### src/rtl/vclk_pkg.sv
package vclk_pkg;
  localparam int NUM_TAPS = 5;
  localparam int NUM_CONS = 3;
  localparam int SEL_W    = 4;
  localparam int PH_MOD   = 12;           // least common multiple of tap ratios
  localparam int PH_W     = $clog2(PH_MOD);

  // register word addresses
  localparam logic [1:0] A_CTRL  = 2'd0;
  localparam logic [1:0] A_DIV   = 2'd1;
  localparam logic [1:0] A_GATE  = 2'd2;
  localparam logic [1:0] A_ROUTE = 2'd3;

  // field positions
  localparam int CTRL_RUN_B  = 0;
  localparam int CTRL_SRST_B = 1;
  localparam int CTRL_SRC_LO = 2;
  localparam int DIV_EN_B    = 8;
  localparam int DIV_RST_B   = 9;
  localparam int ROUTE_EN_LO = 12;

  typedef struct packed {
    logic [SEL_W-1:0] sel;
    logic             en;
  } cons_cfg_t;

  function automatic int tap_ratio(input int idx);
    case (idx)
      0: return 1;
      1: return 2;
      2: return 4;
      3: return 6;
      default: return 12;
    endcase
  endfunction
endpackage

### src/rtl/vclk_regs.sv
module vclk_regs
  import vclk_pkg::*;
#(
  parameter int SRC_W  = 3,
  parameter int DIV_W  = 8,
  parameter int DATA_W = 16
) (
  input  logic                         clk,
  input  logic                         rst_n,
  input  logic                         wr_en,
  input  logic [1:0]                   wr_addr,
  input  logic [DATA_W-1:0]            wr_data,
  input  logic                         load,
  output logic                         master_en,
  output logic                         soft_rst,
  output logic                         div_en,
  output logic                         div_rst,
  output logic [SRC_W-1:0]             src_sel,
  output logic [DIV_W-1:0]             act_div,
  output logic [NUM_TAPS-1:0]          act_gate,
  output cons_cfg_t [NUM_CONS-1:0]     act_cons
);
  logic [DIV_W-1:0]        sh_div;
  logic [NUM_TAPS-1:0]     sh_gate;
  cons_cfg_t [NUM_CONS-1:0] sh_cons;

  // direct control fields and shadow copies
  always_ff @(posedge clk or negedge rst_n) begin
    if (!rst_n) begin
      master_en <= 1'b0;
      soft_rst  <= 1'b0;
      div_en    <= 1'b0;
      div_rst   <= 1'b1;
      src_sel   <= '0;
      sh_div    <= '0;
      sh_gate   <= '0;
      sh_cons   <= '0;
    end else if (wr_en) begin
      case (wr_addr)
        A_CTRL: begin
          master_en <= wr_data[CTRL_RUN_B];
          soft_rst  <= wr_data[CTRL_SRST_B];
          src_sel   <= wr_data[CTRL_SRC_LO +: SRC_W];
        end
        A_DIV: begin
          sh_div  <= wr_data[DIV_W-1:0];
          div_en  <= wr_data[DIV_EN_B];
          div_rst <= wr_data[DIV_RST_B];
        end
        A_GATE: sh_gate <= wr_data[NUM_TAPS-1:0];
        default: begin
          for (int c = 0; c < NUM_CONS; c++) begin
            sh_cons[c].sel <= wr_data[c*SEL_W +: SEL_W];
            sh_cons[c].en  <= wr_data[ROUTE_EN_LO + c];
          end
        end
      endcase
    end
  end

  // active copies move only at a divider boundary or while stopped
  always_ff @(posedge clk or negedge rst_n) begin
    if (!rst_n) begin
      act_div  <= '0;
      act_gate <= '0;
      act_cons <= '0;
    end else if (load) begin
      act_div  <= sh_div;
      act_gate <= sh_gate;
      act_cons <= sh_cons;
    end
  end


  active_hold_chk: assert property (@(posedge clk) disable iff (!rst_n)
    !load |=> ($stable(act_div) && $stable(act_gate) && $stable(act_cons)));
endmodule

### src/rtl/vclk_main_div.sv
module vclk_main_div #(
  parameter int SRC_W = 3,
  parameter int DIV_W = 8,
  localparam int NUM_SRC = 1 << SRC_W
) (
  input  logic               clk,
  input  logic               rst_n,
  input  logic               run,
  input  logic [NUM_SRC-1:0] src_tick,
  input  logic [SRC_W-1:0]   src_sel,
  input  logic [DIV_W-1:0]   div_m1,
  output logic               tick
);
  logic [DIV_W-1:0] cnt;
  logic             sel_tick;
  logic             at_end;

  always_comb begin
    sel_tick = src_tick[src_sel];
    at_end   = (cnt == div_m1);
    tick     = run && sel_tick && at_end;
  end

  always_ff @(posedge clk or negedge rst_n) begin
    if (!rst_n)        cnt <= '0;
    else if (!run)     cnt <= '0;
    else if (sel_tick) cnt <= at_end ? '0 : cnt + 1'b1;
  end


  cnt_range_chk: assert property (@(posedge clk) disable iff (!rst_n)
    cnt <= div_m1);


  stopped_zero_chk: assert property (@(posedge clk) disable iff (!rst_n)
    !run |=> (cnt == '0));
endmodule

### src/rtl/vclk_taps.sv
module vclk_taps
  import vclk_pkg::*;
(
  input  logic                clk,
  input  logic                rst_n,
  input  logic                run,
  input  logic                tick,
  input  logic [NUM_TAPS-1:0] gate,
  output logic [NUM_TAPS-1:0] live,
  output logic [NUM_TAPS-1:0] tap_ce
);
  logic [PH_W-1:0] ph;

  always_ff @(posedge clk or negedge rst_n) begin
    if (!rst_n)    ph <= '0;
    else if (!run) ph <= '0;
    else if (tick) ph <= (ph == PH_W'(PH_MOD-1)) ? '0 : ph + 1'b1;
  end

  for (genvar i = 0; i < NUM_TAPS; i++) begin : g_tap
    localparam int RATIO = tap_ratio(i);
    assign live[i] = tick && gate[i] && ((int'(ph) % RATIO) == 0);

    always_ff @(posedge clk or negedge rst_n) begin
      if (!rst_n) tap_ce[i] <= 1'b0;
      else        tap_ce[i] <= live[i];
    end


    tap_gate_chk: assert property (@(posedge clk) disable iff (!rst_n)
      tap_ce[i] |-> $past(gate[i]));
  end


  phase_range_chk: assert property (@(posedge clk) disable iff (!rst_n)
    int'(ph) < PH_MOD);
endmodule

### src/rtl/vclk_route.sv
module vclk_route
  import vclk_pkg::*;
(
  input  logic                     clk,
  input  logic                     rst_n,
  input  logic [NUM_TAPS-1:0]      live,
  input  cons_cfg_t [NUM_CONS-1:0] cfg,
  output logic [NUM_CONS-1:0]      cons_ce
);
  localparam int IDX_W = $clog2(NUM_TAPS);
  localparam int PAD_N = (1 << IDX_W) - NUM_TAPS;

  logic [(1<<IDX_W)-1:0] live_pad;
  assign live_pad = {{PAD_N{1'b0}}, live};

  for (genvar c = 0; c < NUM_CONS; c++) begin : g_cons
    logic             code_ok;
    logic [IDX_W-1:0] idx;
    logic             pick;

    always_comb begin
      code_ok = cfg[c].sel < SEL_W'(NUM_TAPS);
      idx     = cfg[c].sel[IDX_W-1:0];
      pick    = cfg[c].en && code_ok && live_pad[idx];
    end

    always_ff @(posedge clk or negedge rst_n) begin
      if (!rst_n) cons_ce[c] <= 1'b0;
      else        cons_ce[c] <= pick;
    end


    bad_code_chk: assert property (@(posedge clk) disable iff (!rst_n)
      (cfg[c].sel >= SEL_W'(NUM_TAPS)) |=> !cons_ce[c]);


    cons_off_chk: assert property (@(posedge clk) disable iff (!rst_n)
      !cfg[c].en |=> !cons_ce[c]);
  end
endmodule

### src/rtl/vclk_tree.sv
module vclk_tree
  import vclk_pkg::*;
#(
  parameter int SRC_W  = 3,
  parameter int DIV_W  = 8,
  parameter int DATA_W = 16,
  localparam int NUM_SRC = 1 << SRC_W
) (
  input  logic               clk,
  input  logic               rst_n,
  input  logic [NUM_SRC-1:0] src_tick,
  input  logic               wr_en,
  input  logic [1:0]         wr_addr,
  input  logic [DATA_W-1:0]  wr_data,
  output logic [NUM_TAPS-1:0] tap_ce,
  output logic               enci_ce,
  output logic               encp_ce,
  output logic               hdmi_ce
);
  logic master_en, soft_rst, div_en, div_rst, run, tick, load;
  logic [SRC_W-1:0]         src_sel;
  logic [DIV_W-1:0]         act_div;
  logic [NUM_TAPS-1:0]      act_gate, live;
  cons_cfg_t [NUM_CONS-1:0] act_cons;
  logic [NUM_CONS-1:0]      cons_ce;

  assign run  = master_en && div_en && !div_rst && !soft_rst;
  assign load = !run || tick;

  vclk_regs #(.SRC_W(SRC_W), .DIV_W(DIV_W), .DATA_W(DATA_W)) u_regs (
    .clk(clk), .rst_n(rst_n), .wr_en(wr_en), .wr_addr(wr_addr),
    .wr_data(wr_data), .load(load), .master_en(master_en),
    .soft_rst(soft_rst), .div_en(div_en), .div_rst(div_rst),
    .src_sel(src_sel), .act_div(act_div), .act_gate(act_gate),
    .act_cons(act_cons));

  vclk_main_div #(.SRC_W(SRC_W), .DIV_W(DIV_W)) u_div (
    .clk(clk), .rst_n(rst_n), .run(run), .src_tick(src_tick),
    .src_sel(src_sel), .div_m1(act_div), .tick(tick));

  vclk_taps u_taps (
    .clk(clk), .rst_n(rst_n), .run(run), .tick(tick), .gate(act_gate),
    .live(live), .tap_ce(tap_ce));

  vclk_route u_route (
    .clk(clk), .rst_n(rst_n), .live(live), .cfg(act_cons),
    .cons_ce(cons_ce));

  assign enci_ce = cons_ce[0];
  assign encp_ce = cons_ce[1];
  assign hdmi_ce = cons_ce[2];


  master_gate_chk: assert property (@(posedge clk) disable iff (!rst_n)
    ((cons_ce != '0) || (tap_ce != '0)) |-> $past(master_en));


  soft_rst_quiet_chk: assert property (@(posedge clk) disable iff (!rst_n)
    $past(soft_rst) |-> ((tap_ce == '0) && (cons_ce == '0)));
endmodule

### config.mk
export PLATFORM = sky130hd
export DESIGN_NAME = vclk_tree
export DESIGN_NICKNAME = d
export VERILOG_FILES = /design/src/rtl/vclk_pkg.sv /design/src/rtl/vclk_regs.sv /design/src/rtl/vclk_main_div.sv /design/src/rtl/vclk_taps.sv /design/src/rtl/vclk_route.sv /design/src/rtl/vclk_tree.sv
export SDC_FILE = /design/constraint.sdc
export NUM_CORES = 1
export LEC_CHECK = 0
export ABC_AREA = 0
export BUFFER_PORTS_ARGS = -buffer_cell sky130_fd_sc_hd__buf_2
export CORE_MARGIN = 5
export CORE_UTILIZATION = 40
export DETAILED_ROUTE_END_ITERATION = 12
export PLACE_DENSITY = 0.58
export RECOVER_POWER = 50
export SLEW_MARGIN = 20
export SYNTH_ARGS = -nofsm -noshare
export SYNTH_HDL_FRONTEND = slang
export SYNTH_SLANG_ARGS = --single-unit
### constraint.sdc
create_clock -name clk -period 4.52 [get_ports clk]
set_input_delay 0.904 -clock clk [delete_from_list [all_inputs] [get_ports clk]]
set_output_delay 0.904 -clock clk [all_outputs]
set_load 0.01 [all_outputs]
# Word-level counts from Yosys, hierarchy flattened
# Index checks and enable logic that the tools add are counted.
dict set report op_classes {
  n_addsub 2
  div 2
  magnitude_cmp 7
  eq_ne 6
  muxes 14
  bitwise_logic 1
  n_reduce_logical 34
}
# cell n
set ops {}
lappend ops {{32-bit logical NOT} 4}
lappend ops {{5-bit by 4-bit modulo with 32-bit output (second input constant)} 1}
lappend ops {{5-bit by 5-bit modulo with 32-bit output (second input constant)} 1}
lappend ops {{8-bit 2-to-1 mux} 3}
lappend ops {{1-bit logical AND} 20}
lappend ops {{3-bit by 4-bit < comparator with 1-bit output (second input constant)} 4}
lappend ops {{1-bit binary-select mux with 3-bit select} 4}
lappend ops {{4-bit by 3-bit < comparator with 1-bit output (second input constant)} 3}
lappend ops {{4-bit 2-to-1 mux} 3}
lappend ops {{8-bit by 1-bit adder with 8-bit output (second input constant)} 1}
lappend ops {{8-bit equality test} 1}
lappend ops {{2-bit AND reduction} 4}
lappend ops {{4-bit by 1-bit adder with 4-bit output (second input constant)} 1}
lappend ops {{4-bit equality test (second input constant)} 1}
lappend ops {{1-bit 2-to-1 mux} 4}
lappend ops {{2-bit inequality test (second input constant)} 2}
lappend ops {{1-bit logical NOT} 3}
lappend ops {{3-bit OR reduction} 1}
lappend ops {{2-bit by 1-bit equality test with 1-bit output (second input constant)} 1}
lappend ops {{2-bit equality test (second input constant)} 1}
lappend ops {{2-bit logical NOT} 1}
lappend ops {{1-bit logical OR} 1}
lappend ops {{1-bit NOT} 1}
dict set report totals {
  reg_bits 83
  input_bits 29
  out_inout_bits 8
  wordCells 97
}

# Depth between registers and ports, before layout
# Gate-level depths: netlist of the first run.
dict set report depth {
  ltp_word 10
  mapped_depth 8
  depth_no_buf 7
}

# By module
# From an unflattened synthesis of the first run, not the netlist that was laid out.
dict set report hier_totals {
  cells_unflattened 282
  hier_area_um2 3843.7
}
# mod instances cells_per_inst area_per_inst_um2
set modules_own_cells {}
lappend modules_own_cells {vclk_regs 1 135 2409.8}
lappend modules_own_cells {vclk_main_div 1 65 626.9}
lappend modules_own_cells {vclk_taps 1 53 548.0}
lappend modules_own_cells {vclk_route 1 26 242.7}
lappend modules_own_cells {vclk_tree 1 3 16.3}

# Worst setup path before layout of the first run
# Ideal clock, no wire load.
dict set report synth_timing {
  path_kind {input-to-reg}
  startpoint {input port src_tick[7]}
  endpoint {register u_regs.act_cons[0] (netlist name)}
  setup_time_ns 0.127
  arrival_time_ns 2.535
  t_required_ns 4.393
  path_slack_ns 1.858
  stages 7
  n_path_buf 2
  path_cell_list {mux4_2 mux2i_1 and3b_1 buf_2 nor2_8 buf_6 mux2_1}
}
dict set report synth_between {
  elab_chain_len 5
}
# item line
set synth_rtl {}
lappend synth_rtl {{start: declaration} vclk_tree.sv:11} ;# input logic [NUM_SRC-1:0] src_tick,
lappend synth_rtl {{1-bit binary-select mux with 3-bit select} vclk_main_div.sv:19} ;# sel_tick = src_tick[src_sel];
lappend synth_rtl {{1-bit 2-to-1 mux (not written as such)} vclk_main_div.sv:19}
lappend synth_rtl {{1-bit logical AND (2 in series)} vclk_main_div.sv:21} ;# tick = run && sel_tick && at_end;
lappend synth_rtl {{1-bit logical OR} vclk_tree.sv:28} ;# assign load = !run || tick;
# Every way passes these cells. The select of a mux whose other input is x is not followed.
# A chain may end at the register's enable or synchronous reset.

# Worst setup path after layout of the first run
dict set report layout_timing {
  startpoint {input port src_tick[2]}
  endpoint {register u_regs.act_div[6]}
}
dict set report layout_between {
  elab_chain_len 5
}
# item line
set layout_rtl {}
lappend layout_rtl {{1-bit binary-select mux with 3-bit select} vclk_main_div.sv:19}
lappend layout_rtl {{1-bit 2-to-1 mux (not written as such)} vclk_main_div.sv:19}
lappend layout_rtl {{1-bit logical AND (2 in series)} vclk_main_div.sv:21}
lappend layout_rtl {{1-bit logical OR} vclk_tree.sv:28}
lappend layout_rtl {{end signal: assignment} vclk_regs.sv:68} ;# act_div <= sh_div;
lappend layout_rtl {{end: declaration} vclk_regs.sv:19} ;# output logic [DIV_W-1:0] act_div,
# Every way passes these cells. The select of a mux whose other input is x is not followed.

==> results of run 1 <==
[sequential cells by signal, summed over array words and instances (netlist names), 4 cells and up]
register and cells:
u_regs.sh_cons 15, u_taps.tap_ce 5, u_regs.sh_div 8, u_taps.ph 4, u_regs.act_div 8, u_regs.sh_gate 5, u_regs.act_cons 15, u_div.cnt 8
u_regs.act_gate 5
[cell usage after synthesis, drive strengths merged]
cell / instances
and3b: 1
o311a: 3
nor2: 16
nand4b: 4
xor2: 8
ha: 5
o211a: 1
o22ai: 2
o21ai: 11
dfrtp: 82
nor4bb: 1
a211oi: 3
a32o: 1
buf: 3
clkbuf: 8
dfstp: 1
o21a: 1
nand3b: 4
mux4: 2
a22oi: 2
and3: 6
nand2: 13
a21oi: 9
mux2i: 3
mux2: 66
a31oi: 1
a21boi: 1
nand2b: 1
nor3: 2
nor4b: 3
nor3b: 3
nor4: 2
inv: 5
xnor2: 1
o211ai: 1
nand3: 6
nor2b: 6
[power by group through the flow]
stage / logic (uW) / clock network [uW] / registers (uW)
after floorplan: 216 / 0 / 931
after global placement: 273 / 0 / 958
after detailed placement: 280 / 0 / 963
after CTS: 282 / 578 / 948
after global routing: 308 / 620 / 966
final: 276 / 560 / 947
[worst paths after layout]
check                                  start                 end  depth (start not counted)
max reg2reg                u_regs.src_sel[0]   u_regs.act_div[6]                          6
max                              src_tick[2]   u_regs.act_div[6]                          7
min in group asynchronous              rst_n        u_div.cnt[2]                          1
max in group asynchronous              rst_n   u_regs.sh_gate[4]                          1
min reg2reg                u_regs.sh_gate[4]  u_regs.act_gate[4]                          1
min                        u_regs.sh_gate[4]  u_regs.act_gate[4]                          1
[layout make-up]
cell class	count	area, um^2	area share, %
clock buffers	10	138	3.26
flip-flops and latches	83	2080	49.3
clock inverters	6	70.1	1.66
inverters	5	18.8	0.445
well taps	111	139	3.29
repair buffers	36	181	4.30
multi-input cells	189	1590	37.8
[layer usage]
| metal | vias up | track usage, % | wire length, um |
|---|---|---|---|
| li1 | 1109 | - | - |
| met1 | 1150 | 19.5 | 3500 |
| met2 | 46 | 20.2 | 3250 |
| met3 | 14 | 3.31 | 324 |
| met4 | 0 | 6.67 | 174 |
| met5 | - | 0 | 0 |
[cells by family after synthesis]
| logic type | synth area share (%) |
|---|---|
| and+or+nand+nor | 10.8 |
| AOI/OAI and AO/OA | 6.11 |
| buffers and inverters | 2.04 |
| muxes | 21.8 |
| DFF | 55.5 |
| xor gates and xnor gates | 2.10 |
| adders and majority gates | 1.67 |
[worst register-to-register path, delay by kind of cell, from the launching register on]
| family | cells | cell delay, ps |
|---|---|---|
| and+or+nand+nor | 2 | 830 |
| buffers and inverters | 1 | 200 |
| DFF | 1 | 410 |
| muxes | 3 | 1050 |
[per-stage QoR]
step	instances	area, um^2	hold WS, ps	power, uW
after floorplan	288	3750	452	1150
after global placement	424	4010	459	1230
after detailed placement	424	4010	466	1240
after CTS	440	4220	489	1810
after global routing	440	4220	507	1890
final	440	4220	485	1780
==> results_dict.tcl, run 1 <==
set metrics [dict create \
    status "complete, but fails checks" \
    violations "capacitance limit, slew limit" \
    grt_pass1_wl_um 12200 \
    htreeDepth 3 \
    p_sw_uw 492 \
    final_common_cell "dfrtp_1" \
    startpoint_type "input port" \
    ant_nets 0 \
    root_buffer "clkbuf_8" \
    fmax_ghz 0.359 \
    dpl_worst_slack_ps 1340 \
    cts_buffers 9 \
    rsz0062_at_grt "false" \
    portBuffers 35 \
    row_count 35 \
    antenna_found_initial 0 \
    initialDrtViolationCount 68 \
    postCtsHoldBufs 0 \
    grt_overflow 0 \
    critPathTopFamily "multiplexers" \
    io_pins 37 \
    postCtsSetupBuffers 0 \
    worst-setup-path-type "in2reg" \
    setup_viol 0 \
    area_growth_pct 12.6 \
    end_kind "register" \
    drive_above_1_share_pct 31.3 \
    total_leakage_power_uw 0.00187 \
    swShare_pct 27.6 \
    insertedDiodeCount 0 \
    synth_nets 322 \
    avgRoutedWirePerCell_um 16.5 \
    synth_seq_cells 83 \
    die_y_um 107 \
    skew_ps 12.6 \
    yosysWarnings 0 \
    hold_class "reg2reg" \
    crit_fanout 28 \
    synth.distinct_cells 40 \
    die_x_um 107 \
    die_area_um2 11400 \
    synth_area_um2 3750 \
    final_core_util_pct 45.9 \
    hold_viol_final 0 \
    intPower_uw 1290 \
    initial_utilization_pct 40.7 \
    max_stage_delay_ps 480 \
    synth-seq-area-share_pct 55.5 \
    crit_slowest_cell "nor2_8" \
    vias 2319 \
    tightestPinTransition_ps 2050 \
    power_density_nw_per_um2 423 \
    firstDrtPassIters 4 \
    cts_buffer_depth 2 \
    relSlewSlack_pct -36.8 \
    seq_power_share_pct 53.1 \
    clkLatencyLatePin_ps 360 \
    period_share_pct 61.7 \
    cts_resized 0 \
    core_area_um2 9200 \
    dp_hpwl_um 4970 \
    grt_start_max_net_pins 84 \
    comb_power_share_pct 15.5 \
    avgViaCountPerCell 5.27 \
    grt_pass1_vias 2345 \
    drcViolationCount 0 \
    wl_um 7250 \
    worst-r2r-setup-slack_ps 1900 \
    synth_top_area_share_pct 54.8 \
    cp.required_ps 4760 \
    fillers 859 \
    finalWorstSetupSlack_ps 1730 \
    path_buf_inv 2 \
    synth.area.top_cells "dfrtp_1 55%, mux2_2 14%, mux2_1 6.0%, xor2_1 1.9%, ha_1 1.7%" \
    min_period_ps 2790 \
    setup_tns_ps 0 \
    report.final.slew_viol_count 84 \
    finalNetCount 358 \
    place_congestion 0.786 \
    path_cells "buf_2 -> mux4_2 -> mux2i_1 -> buf_4 -> and3b_1 -> nor2_8 -> mux2_2" \
    irDropWorstVdd_mv 0.225 \
    synthCells 288 \
    max_cap_viol_count 1 \
    arrival_ps 3030 \
    cts_tree "yes" \
    clk_pin_slew_ps 80 \
    grtUsageTotal_pct 13.9 \
    clkSinkCount 83 \
    layout_common_cells "82 x dfrtp_1, 46 x mux2_2, 33 x buf_2" \
    yosys.area.top_type "dfrtp_1" \
    clkPwrFrac_pct 31.4 \
    syn_area_per_cell_um2 13.0 \
]
Note: power is estimated with default switching activity, not from simulation.
==> run 2: changes to the inputs <==
PLACE_DENSITY = 0.6   (was 0.58)
clock period = 2.3 ns   (was 4.52 ns; I/O delays follow)
==> run 2 against run 1 <==
Effect of this change:
- the run still ends with capacitance limit, slew limit left
- die area is the same
- clock power grew 130%
- sequential cell count is the same
- register-to-register slack lost 1800 ps
- clock skew shrank 4.0 ps
- first-iteration DRC count grew 49%
- highest routed layer unchanged
- hold slack lost 150 ps
==> results_dict.tcl, run 2 (same netlist as run 1, synthesis figures left out) <==
set metrics [dict create \
    antenna_found_initial 0 \
    wl_um 7180 \
    grtUsageMet3_pct 2.35 \
    grt_pass1_vias 2269 \
    gr-usage-met1_pct 19.6 \
    cts_buffers 9 \
    arrival_ps 2430 \
    fmax_ghz 0.455 \
    drive_above_1_share_pct 34.1 \
    postCtsSetupBuffers 0 \
    avgViaCountPerCell 5.26 \
    layout_common_cells "82 x dfrtp_1, 46 x mux2_2, 34 x buf_2" \
    cts_tree "yes" \
    firstDrtPassIters 4 \
    met2_usage_pct 19.5 \
    initialDrtViolationCount 101 \
    end_kind "register" \
    grt_pass1_wl_um 11800 \
    avgRoutedWirePerCell_um 15.9 \
    die_y_um 107 \
    initial_utilization_pct 40.7 \
    htreeDepth 3 \
    max_stage_delay_ps 520 \
    grt.busiest_layer "met1" \
    postCtsHoldBufs 0 \
    dp_hpwl_um 5140 \
    row_count 35 \
    violations "capacitance limit, slew limit" \
    root_buffer "clkbuf_8" \
    irDropWorstVdd_mv 0.481 \
    report.final.slew_viol_count 84 \
    hold_viol_final 0 \
    setup_viol 0 \
    path_cells "mux4_2 -> mux2i_2 -> and3b_2 -> nor2_8 -> buf_12 -> mux2_1" \
    relSlewSlack_pct -22.1 \
    ant_nets 0 \
    period_share_pct 95.7 \
    vias 2371 \
    clkLatencyLatePin_ps 350 \
    io_pins 37 \
    grt_start_max_net_pins 84 \
    cp.required_ps 2530 \
    die_area_um2 11400 \
    final_cells 451 \
    final_common_cell "dfrtp_1" \
    status "complete, but fails checks" \
    die_x_um 107 \
    finalNetCount 369 \
    startpoint_type "register" \
    min_period_ps 2200 \
    hold_class "in2reg" \
    top_regs "u_regs.act_cons x15, u_regs.sh_cons x15" \
    placed_cells 435 \
    clkSinkCount 83 \
    power_density_nw_per_um2 860 \
    rsz0062_at_grt "false" \
    insertedDiodeCount 0 \
    place_congestion 0.791 \
    total_leakage_power_uw 0.00195 \
    cts_resized 0 \
    crit_slowest_cell "mux4_2" \
    skew_ps 8.67 \
    max_cap_viol_count 1 \
    grtUsageTotal_pct 13.4 \
    cts_buffer_depth 2 \
    core_area_um2 9200 \
    drcViolationCount 0 \
    portBuffers 35 \
    clk_pin_slew_ps 90 \
    worst-setup-path-type "reg2reg" \
    worst_hold_slack_ps 334 \
    grt_overflow 0 \
    crit_fanout 21 \
    tightestPinTransition_ps 1830 \
    area_growth_pct 16.5 \
]
## run 2: layer usage
layer | part of all wire [%] | wire, um
met5 | 0 | 0
met4 | 1.4 | 99
met3 | 3.4 | 246
met2 | 46 | 3310
met1 | 49 | 3530
## run 2: path summary, 6_finish.rpt
path / from / cells after the start / to / slack [ps]
setup / recovery: u_regs.src_sel[0] / 6 / u_regs.act_cons[14] / 100
hold / removal: wr_data[13] / 2 / u_regs.sh_cons[5] / 330
setup reg to reg: u_regs.src_sel[0] / 6 / u_regs.act_cons[14] / 100
hold reg to reg: u_regs.sh_cons[1] / 1 / u_regs.act_cons[1] / 490
max in group asynchronous: rst_n / 2 / u_div.cnt[7] / 480
min in group asynchronous: rst_n / 2 / u_regs.sh_div[2] / 700
## run 2: where the power goes
group | switching, uW | total, uW | internal, uW | leakage, uW
clock network | 547 | 1310 | 764 | 0.000129
logic | 254 | 574 | 320 | 0.000800
registers | 174 | 1870 | 1700 | 0.00102
## run 2: cell type report
cell class	count	area, um^2
clock buffer	10	138
fill	860	4830
timing repair buffer	47	277
multi-input combinational	189	1600
clock inverter	6	119
sequential	83	2080
tap	111	139
inverter	5	18.8
## run 2: critical path: cells and delay by family (launching register included)
| family | cells | cell delay, ps |
|---|---|---|
| buf+inv | 1 | 180 |
| flops | 1 | 420 |
| mux | 3 | 1070 |
| simple gates | 2 | 390 |
## run 2: metrics by stage
stage | instance area (um^2) | utilization (%) | TNS [ps] | setup slack [ps] | power, uW
final | 4370 | 47.5 | 0 | 99.8 | 3760
after global routing | 4370 | 47.5 | 0 | 2.27 | 3950
after CTS | 4380 | 47.6 | 0 | 33.1 | 3800
after detailed placement | 4120 | 44.8 | -231 | -45.7 | 2480
after global placement | 4120 | 44.8 | 0 | 18.4 | 2450
after floorplan | 3750 | - | 0 | 81.6 | 2250
